===== src/rtl/mbirq_pkg.sv =====
package mbirq_pkg;

    localparam int MB_COUNT_DEF = 32;
    localparam int ADDR_W       = 3;

    typedef enum logic [ADDR_W-1:0] {
        ADR_MASK = 3'd0,
        ADR_RXF  = 3'd1,
        ADR_TXF  = 3'd2,
        ADR_PEND = 3'd3,
        ADR_ACK  = 3'd4
    } reg_addr_e;

    typedef struct packed {
        logic mask;
        logic rxf;
        logic txf;
        logic pend;
        logic ack;
    } reg_sel_t;

    function automatic reg_sel_t decode_sel(input logic en, input logic [ADDR_W-1:0] addr);
        reg_sel_t s;
        s      = '0;
        s.mask = en && (addr == ADR_MASK);
        s.rxf  = en && (addr == ADR_RXF);
        s.txf  = en && (addr == ADR_TXF);
        s.pend = en && (addr == ADR_PEND);
        s.ack  = en && (addr == ADR_ACK);
        return s;
    endfunction

endpackage


===== src/rtl/mbirq_router.sv =====
module mbirq_router #(
    parameter int NUM_MB = 32
) (
    input  logic [NUM_MB-1:0] mb_dir,
    input  logic [NUM_MB-1:0] mb_en,
    input  logic [NUM_MB-1:0] mb_auto_rmt,
    input  logic [NUM_MB-1:0] evt_stored,
    input  logic [NUM_MB-1:0] evt_tx_done,
    input  logic [NUM_MB-1:0] evt_rmt_done,
    output logic [NUM_MB-1:0] rx_evt,
    output logic [NUM_MB-1:0] tx_evt
);
    for (genvar i = 0; i < NUM_MB; i++) begin : g_mb
        logic plain_hit;
        logic eff_hit;
        always_comb begin
            plain_hit = mb_dir[i] ? evt_tx_done[i] : evt_stored[i];
            eff_hit   = mb_en[i] & (mb_auto_rmt[i] ? evt_rmt_done[i] : plain_hit);
            rx_evt[i] = eff_hit & ~mb_dir[i];
            tx_evt[i] = eff_hit &  mb_dir[i];
        end
    end
endmodule


===== src/rtl/mbirq_w1c_bank.sv =====
module mbirq_w1c_bank #(
    parameter int NUM_MB = 32
) (
    input  logic              clk,
    input  logic              rst,
    input  logic [NUM_MB-1:0] set_i,
    input  logic [NUM_MB-1:0] clr_i,
    input  logic [NUM_MB-1:0] drop_i,
    output logic [NUM_MB-1:0] q_o
);
    logic [NUM_MB-1:0] q_r;

    always_ff @(posedge clk) begin
        if (rst) q_r <= '0;
        else     q_r <= (q_r & ~clr_i & ~drop_i) | set_i;
    end

    assign q_o = q_r;

    AST_SET_WINS: assert property (@(posedge clk) disable iff (rst)
        (set_i != '0) |=> ((q_o & $past(set_i)) == $past(set_i)));

    AST_ZERO_WRITE_KEEPS: assert property (@(posedge clk) disable iff (rst)
        (clr_i == '0 && drop_i == '0) |=> ((q_o & $past(q_o)) == $past(q_o)));
endmodule


===== src/rtl/mbirq_regfile.sv =====
module mbirq_regfile
    import mbirq_pkg::*;
#(
    parameter int NUM_MB = 32
) (
    input  logic              clk,
    input  logic              rst,
    input  logic              wr_en,
    input  logic [ADDR_W-1:0] wr_addr,
    input  logic [NUM_MB-1:0] wr_data,
    input  logic [ADDR_W-1:0] rd_addr,
    input  logic [NUM_MB-1:0] rxf_q,
    input  logic [NUM_MB-1:0] txf_q,
    input  logic [NUM_MB-1:0] pend_q,
    input  logic [NUM_MB-1:0] ack_q,
    output logic [NUM_MB-1:0] mask_q,
    output logic [NUM_MB-1:0] clr_rxf,
    output logic [NUM_MB-1:0] clr_txf,
    output logic [NUM_MB-1:0] clr_pend,
    output logic [NUM_MB-1:0] clr_ack,
    output logic [NUM_MB-1:0] rd_data
);
    reg_sel_t          sel;
    logic [NUM_MB-1:0] mask_r;

    assign sel = decode_sel(wr_en, wr_addr);

    always_ff @(posedge clk) begin
        if (rst)           mask_r <= '0;
        else if (sel.mask) mask_r <= wr_data;
    end

    assign mask_q   = mask_r;
    assign clr_rxf  = sel.rxf  ? wr_data : '0;
    assign clr_txf  = sel.txf  ? wr_data : '0;
    assign clr_pend = sel.pend ? wr_data : '0;
    assign clr_ack  = sel.ack  ? wr_data : '0;

    always_comb begin
        unique case (rd_addr)
            ADR_MASK: rd_data = mask_r;
            ADR_RXF:  rd_data = rxf_q;
            ADR_TXF:  rd_data = txf_q;
            ADR_PEND: rd_data = pend_q;
            ADR_ACK:  rd_data = ack_q;
            default:  rd_data = '0;
        endcase
    end

    AST_MASK_HOLDS: assert property (@(posedge clk) disable iff (rst)
        !(wr_en && wr_addr == ADR_MASK) |=> $stable(mask_q));
endmodule


===== src/rtl/mbirq_ctrl.sv =====
module mbirq_ctrl
    import mbirq_pkg::*;
#(
    parameter int NUM_MB = MB_COUNT_DEF
) (
    input  logic              clk,
    input  logic              rst,
    input  logic [NUM_MB-1:0] mb_dir,
    input  logic [NUM_MB-1:0] mb_en,
    input  logic [NUM_MB-1:0] mb_auto_rmt,
    input  logic [NUM_MB-1:0] evt_stored,
    input  logic [NUM_MB-1:0] evt_tx_done,
    input  logic [NUM_MB-1:0] evt_rmt_done,
    input  logic              wr_en,
    input  logic [ADDR_W-1:0] wr_addr,
    input  logic [NUM_MB-1:0] wr_data,
    input  logic [ADDR_W-1:0] rd_addr,
    output logic [NUM_MB-1:0] rd_data,
    output logic              rx_irq,
    output logic              tx_irq
);
    localparam logic [NUM_MB-1:0] NO_DROP = '0;

    logic [NUM_MB-1:0] rx_evt, tx_evt;
    logic [NUM_MB-1:0] mask_q, rxf_q, txf_q, pend_q, ack_q;
    logic [NUM_MB-1:0] clr_rxf, clr_txf, clr_pend, clr_ack;
    logic [NUM_MB-1:0] not_en;

    assign not_en = ~mb_en;

    mbirq_router #(.NUM_MB(NUM_MB)) u_router (
        .mb_dir(mb_dir), .mb_en(mb_en), .mb_auto_rmt(mb_auto_rmt),
        .evt_stored(evt_stored), .evt_tx_done(evt_tx_done),
        .evt_rmt_done(evt_rmt_done), .rx_evt(rx_evt), .tx_evt(tx_evt)
    );

    mbirq_regfile #(.NUM_MB(NUM_MB)) u_regs (
        .clk(clk), .rst(rst), .wr_en(wr_en), .wr_addr(wr_addr),
        .wr_data(wr_data), .rd_addr(rd_addr), .rxf_q(rxf_q), .txf_q(txf_q),
        .pend_q(pend_q), .ack_q(ack_q), .mask_q(mask_q), .clr_rxf(clr_rxf),
        .clr_txf(clr_txf), .clr_pend(clr_pend), .clr_ack(clr_ack),
        .rd_data(rd_data)
    );

    mbirq_w1c_bank #(.NUM_MB(NUM_MB)) u_rxf (
        .clk(clk), .rst(rst), .set_i(rx_evt & mask_q), .clr_i(clr_rxf),
        .drop_i(NO_DROP), .q_o(rxf_q)
    );

    mbirq_w1c_bank #(.NUM_MB(NUM_MB)) u_txf (
        .clk(clk), .rst(rst), .set_i(tx_evt & mask_q), .clr_i(clr_txf),
        .drop_i(NO_DROP), .q_o(txf_q)
    );

    mbirq_w1c_bank #(.NUM_MB(NUM_MB)) u_pend (
        .clk(clk), .rst(rst), .set_i(rx_evt), .clr_i(clr_pend),
        .drop_i(not_en), .q_o(pend_q)
    );

    mbirq_w1c_bank #(.NUM_MB(NUM_MB)) u_ack (
        .clk(clk), .rst(rst), .set_i(tx_evt), .clr_i(clr_ack),
        .drop_i(NO_DROP), .q_o(ack_q)
    );

    assign rx_irq = |rxf_q;
    assign tx_irq = |txf_q;

    AST_MASKED_NO_FLAG: assert property (@(posedge clk) disable iff (rst)
        (mask_q != '1) |=> (((rxf_q | txf_q) & ~$past(rxf_q | txf_q) & ~$past(mask_q)) == '0));

    AST_RX_ONLY_RX_DIR: assert property (@(posedge clk) disable iff (rst)
        (mb_dir != '0) |=> ((rxf_q & ~$past(rxf_q) & $past(mb_dir)) == '0));

    AST_TX_ONLY_TX_DIR: assert property (@(posedge clk) disable iff (rst)
        (mb_dir != '1) |=> ((txf_q & ~$past(txf_q) & ~$past(mb_dir)) == '0));

    AST_ACK_HOLDS: assert property (@(posedge clk) disable iff (rst)
        !(wr_en && wr_addr == ADR_ACK) |=> ((ack_q & $past(ack_q)) == $past(ack_q)));

    AST_DISABLED_NO_PEND: assert property (@(posedge clk) disable iff (rst)
        (mb_en != '1) |=> ((pend_q & ~$past(mb_en)) == '0));

    AST_RX_IRQ_FALL: assert property (@(posedge clk) disable iff (rst)
        $fell(rx_irq) |-> (rxf_q == '0));
endmodule


===== config.mk =====
export PLATFORM = sky130hd
export DESIGN_NAME = mbirq_ctrl
export DESIGN_NICKNAME = d
export VERILOG_FILES = /design/src/rtl/mbirq_pkg.sv /design/src/rtl/mbirq_router.sv /design/src/rtl/mbirq_w1c_bank.sv /design/src/rtl/mbirq_regfile.sv /design/src/rtl/mbirq_ctrl.sv
export SDC_FILE = /design/constraint.sdc
export NUM_CORES = 1
export LEC_CHECK = 0
export BUFFER_PORTS_ARGS = -buffer_cell sky130_fd_sc_hd__buf_2
export CORE_MARGIN = 1
export CORE_UTILIZATION = 42
export DETAILED_ROUTE_END_ITERATION = 8
export PLACE_DENSITY = 0.67
export SETUP_SLACK_MARGIN = 0.4
export SLEW_MARGIN = 20
export SYNTH_ARGS = -nofsm -noshare
export SYNTH_HDL_FRONTEND = slang
export SYNTH_SLANG_ARGS = --single-unit
export TNS_END_PERCENT = 20

===== constraint.sdc =====
create_clock -name clk -period 1.4 [get_ports clk]
set_input_delay 0.14 -clock clk [delete_from_list [all_inputs] [get_ports clk]]
set_output_delay 0.14 -clock clk [all_outputs]
set_load 0.02 [all_outputs]

Yosys cells after proc, flatten, opt, wreduce, memory -nomap -nowiden
Index checks and enable logic that the tools add are counted.
{ "op_classes": {"n_div": 0, "eq_ne": 8, "muxes": 69, "add_sub_neg": 0, "multipliers": 0, "n_reduce_logical": 9, "n_bitwise": 145, "shifts": 0, "n_lt_le_gt_ge": 0} }
{ "ops": {"columns": ["operator", "n"], "rows": [
  ["$and 32x32->32", 7],
  ["$not 32->32", 6],
  ["$pmux 32 s5", 1],
  ["$mux 32", 4],
  ["$or 32x32->32", 4],
  ["$and 1x1->1", 96],
  ["$mux 1", 64],
  ["$reduce_or 32->1", 2],
  ["$not 1->1", 32],
  ["$eq 3x2->1 const B", 4],
  ["$eq 3x1->1 const B", 2],
  ["$eq 3x3->1 const B", 2],
  ["$logic_not 3->1", 2],
  ["$logic_and 1x1->1", 5]
]} }
{ "totals": {"rom_bits": 0, "reg_bits": 160, "output_inout_bits": 34, "ramBits": 0, "n_memories": 0, "latch_bits": 0} }

Logic depth before layout (Yosys ltp)
{ "logic_depth": {"word_depth": 7, "ltp_mapped": 5, "ltp_nobuf": 3} }

Hierarchy
Synthesis repeated with hierarchy kept, for this count alone.
{ "hier_totals": {"hier_cells": 1246, "hier_area_um2": 10017.1} }
{ "modules_own_cells": {"columns": ["mod", "seq_area_each_um2", "instances", "cells_per_inst", "area_per_inst_um2"], "rows": [
  ["mbirq_w1c_bank", 640.6, 4, 131, 1216.2],
  ["mbirq_regfile", 640.6, 1, 443, 3196.8],
  ["mbirq_router", 0.0, 1, 160, 1281.2],
  ["mbirq_ctrl", 0.0, 1, 119, 674.4]
]} }

Worst setup path after synthesis
OpenSTA, ideal clock, no wires.
{ "synth_timing": {"path_type": "in2out", "start": "in rd_addr[0]", "end": "out rd_data[22]", "required_time_ps": 1260, "n_path_buf": 2, "path_slack_ps": 61, "arrival_time_ps": 1199, "stages": 5, "cell_sequence": "buf_2 > buf_2 > mux4_2 > inv_1 > o21ai_0"} }
{ "synth_via": {"elab_chain_cells": 2} }
{ "synth_rtl": {"columns": ["element", "line_no", "source"], "rows": [
  ["from (decl)", "mbirq_ctrl.sv:17", "input logic [ADDR_W-1:0] rd_addr,"],
  ["$eq 3x3->1, or another cell as far along", "mbirq_regfile.sv:40", "unique case (rd_addr)"],
  ["$pmux 32 s5 (*)", "mbirq_regfile.sv:40", null],
  ["to (decl)", "mbirq_ctrl.sv:18", "output logic [NUM_MB-1:0] rd_data,"]
]} }
Mark *: on every way between the ends. The rest lies on a longest branch, timed or not.

Final worst setup path
{ "layout_timing": {"start": "reg u_rxf.q_r[25] (netlist: u_rxf.q_o[25])", "end": "out rx_irq"} }
{ "layout_via": {"elab_chain_cells": 1} }
{ "layout_rtl": {"columns": ["element", "line_no", "source"], "rows": [
  ["from (decl)", "mbirq_w1c_bank.sv:11", "logic [NUM_MB-1:0] q_r;"],
  ["from (signal assigned)", "mbirq_w1c_bank.sv:15", "else q_r <= (q_r & ~clr_i & ~drop_i) | set_i;"],
  ["$reduce_or 32->1", "mbirq_ctrl.sv:65", "assign rx_irq = |rxf_q;"],
  ["to (decl)", "mbirq_ctrl.sv:19", "output logic rx_irq,"]
]} }
Every way passes these cells.

==> reports/qor.yml <==
run_status:
  outcome: "finished, violations left"
  violations: "setup timing"
critical_path:
  path_cells: "nor4_4, buf_4, nand4_1, or2_4, buf_6"
  crit_path_start_kind: "flip-flop"
  crit_required_ns: 1.26
  endpoint_kind: "primary output"
  cp_top_family: "simple AND/OR/NAND/NOR gates"
  cp_max_fo: 2
  rrSetupSlack_ns: 0.45
  crit_type: "flip-flop to primary output"
  critical_path_buf_inv_count: 2
  critPathMaxStageDelay_ns: 0.34
  cp_slowest_cell: "dfxtp_2"
  crit_arrival_ns: 1.78
synthesis:
  yosys.area.top_type_share_pct: 37.26
  synthFlopType: "dfxtp_1"
  synth_top_area_cell: "dfxtp_1"
  synthTopCellsByArea: "dfxtp_1 (37%), mux2_2 (12%), a21oi_1 (6.2%), a211o_1 (5.5%), a22oi_1 (5.4%)"
  synth.most_common_cell: "dfxtp_1"
  ys_ff_latch: 160
  synth_edf_count: 0
  ys_async_sr_fraction_pct: 0
  yosys_warnings: 0
  syn_avg_cell_area_um2: 8.378
  yosysUniqueCellTypes: 30
  synth_cells: 1026
  syn-num-nets: 1259
  yosysSeqAreaShare_pct: 37.26
  syn_area_um2: 8596
  synth_common_cells: "dfxtp_1 (160), a21oi_1 (106), nand2_1 (96), mux2_2 (95), inv_1 (87)"
placement:
  gp_congestion: 0.8177
  numPortBuffers: 266
  dp_hpwl_mm: 20.07
  pre_cts_slack_ns: -0.2730
flow_run:
  maxCapViolCount: 0
power:
  p_sw_mw: 2.780
  cellPowerDensity_nw_per_um2: 892.7
  peakVddDrop_mv: 0.8094
  p_seq_share_pct: 42.6
  p_sw_share_pct: 24.94
  p_comb_share_pct: 15.7
  p_clk_share_pct: 41.7
  internal_power_mw: 8.366
  leakage_nw: 4.948
timing:
  worst_clock_skew_ns: 0.007263
  setup_tns_ns: -8.879
  setup_ws_ns: -0.5169
  final.period_utilization_pct: 136.9
  fmax_ghz: 0.5217
  slew_headroom_pct: 73.04
  tightest_slew_ns: 0.4007
  slew_viol_final: 0
  finalHoldViolCount: 0
  finalSetupViolCount: 34
  rsz0062_at_grt: "true"
  period_minus_slack_ns: 1.917
global_routing:
  grtUsageTotal_pct: 27.56
  grt_pass1_wl_mm: 46.38
  grt_pass1_vias: 9028
  grt_max_degree: 48
  antenna_found_initial: 1
  overflow: 0
clock_tree:
  root_buffer: "clkbuf_16"
  clk_pin_slew_ns: 0.06
  cts_htree_levels: 4
  cts_tree: "yes"
  numCtsBuffers: 17
  clock_path_buffers: 2
  cts_num_sinks: 160
  insertion_delay_ns: 0.43
drt:
  wirelength_mm: 29.34
  routed_via_density: 5.536
  drtAntennaViolNets: 0
  drtIter0Drc: 570
  routedWlPerCell_um: 17.79
  drc: 0
  dr.pass1.iters: 5
  routed-via-count: 9129
die:
  start_util_pct: 43.45
  fp.dieW_um: 145.1
  die_h_um: 145.1
  std_cell_rows: 51
  core-area_um2: 19780
  die-area_um2: 21040
  num_io_pins: 267
finish:
  antenna_cells: 0
  multiInputGateArea_um2: 5326
  nNetsFinal: 1606
  sequential_cell_area_um2: 3218
  n_fill_cell: 1718
  syn_to_final_growth_pct: 45.25
  fin_util_pct: 63.12
  post_route_cells_drive_above_1_share_pct: 41.91
min_path:
  hold_path_class: "primary input to flip-flop"
cells by family after synthesis:
family / share of synthesized area (%)
compound gates: 28.08
flops: 37.26
simple gates: 14.53
buf+inv: 7.423
mux: 12.71
area by class of cell:
cell class,instances,area share [%]
Clock inverter,6,0.6413
Clock buffer,24,4.018
Inverter,87,2.615
Sequential cell,160,25.77
Multi-Input combinational cell,712,42.66
Tap cell,265,2.656
Timing Repair Buffer,395,21.64
flip-flops by register name (all words and copies together) (netlist names):
| register | count |
|---|---|
| u_regs.mask_q | 32 |
| u_pend.q_o | 32 |
| u_rxf.q_o | 32 |
| u_txf.q_o | 32 |
| u_ack.q_o | 32 |
metrics by stage:
| stage | cell area, um^2 | hold WS (ns) | std cells | total power [mW] |
|---|---|---|---|---|
| after floorplan | 9109 | 0.2760 | 1026 | 5.660 |
| after global placement | 11340 | 0.4304 | 1584 | 6.434 |
| after detailed placement | 11340 | 0.4359 | 1584 | 6.465 |
| after CTS | 12390 | 0.001807 | 1649 | 11.18 |
| after global routing | 12490 | 0.01027 | 1649 | 11.53 |
| final | 12490 | 0.01516 | 1649 | 11.15 |
routing by layer:
| layer | vias to the layer above | share of wire (%) | global-route usage, % |
|---|---|---|---|
| li1 | 4425 | - | - |
| met2 | 351 | 48 | 46.08 |
| met1 | 4319 | 44 | 36.06 |
| met5 | - | 0.037 | 0 |
| met4 | 2 | 1.3 | 7.789 |
| met3 | 32 | 6.6 | 5.189 |
worst register-to-register path, cell delays in order (launching register included):
cell and delay (ns):
dfxtp_2 0.35, buf_6 0.09, buf_4 0.09, inv_1 0.03, a211o_1 0.21, o21ai_1 0.10
final timing paths:
| kind | startpoint | end | cells after the start |
|---|---|---|---|
| setup / recovery | u_rxf.q_o[25] | rx_irq | 5 |
| hold reg to reg | u_regs.mask_q[3] | u_regs.mask_q[3] | 2 |
| setup reg to reg | u_rxf.q_o[22] | u_rxf.q_o[22] | 5 |
| hold / removal | mb_dir[25] | u_ack.q_o[25] | 3 |
power groups by stage:
stage          Sequential [mW]  Combinational [mW]  Clock (mW)
5_1_grt                   4.76                1.88        4.89
3_5_place_dp              4.85                1.62           0
4_1_cts                   4.75                1.73        4.70
2_1_floorplan             4.82               0.839           0
6_report                  4.75                1.75        4.64
3_3_place_gp              4.84                1.59           0
layout by cell type (no fill, tap or decap), types with 2 or more instances in the layout:
master,synthesis,final
nor2b_4,0,2
a22oi_1,62,29
buf_2,30,246
or2_4,0,2
mux2_4,0,3
nand2_1,96,96
o21bai_1,10,10
nor4_1,16,10
buf_6,3,21
o21ai_0,72,71
nor4bb_4,0,2
o22ai_4,0,10
a21o_1,32,32
a211o_1,54,54
mux2_2,95,92
bufinv_16,0,2
clkbuf_8,0,5
clkbuf_16,0,17
nand2b_1,42,42
nand3_1,33,33
a22oi_2,0,33
buf_12,0,15
dfxtp_2,0,12
clkinv_2,0,4
dfxtp_1,160,148
buf_4,0,79
o21ai_1,15,15
clkbuf_1,30,2
inv_1,87,86
nor4_2,0,5
nand4_1,4,4
nand3b_1,32,32
dlygate4sd3_1,0,34
a21oi_1,106,106
o22ai_2,0,21
timing repair:
action,in CTS,in global routing
setup buffers,1,0
hold buffers,34,0
pin swaps,10,6
hold endpoints to repair,34,0
setup endpoints to repair,34,35
resized for setup,34,33
Power figures use the tool's default switching activity.
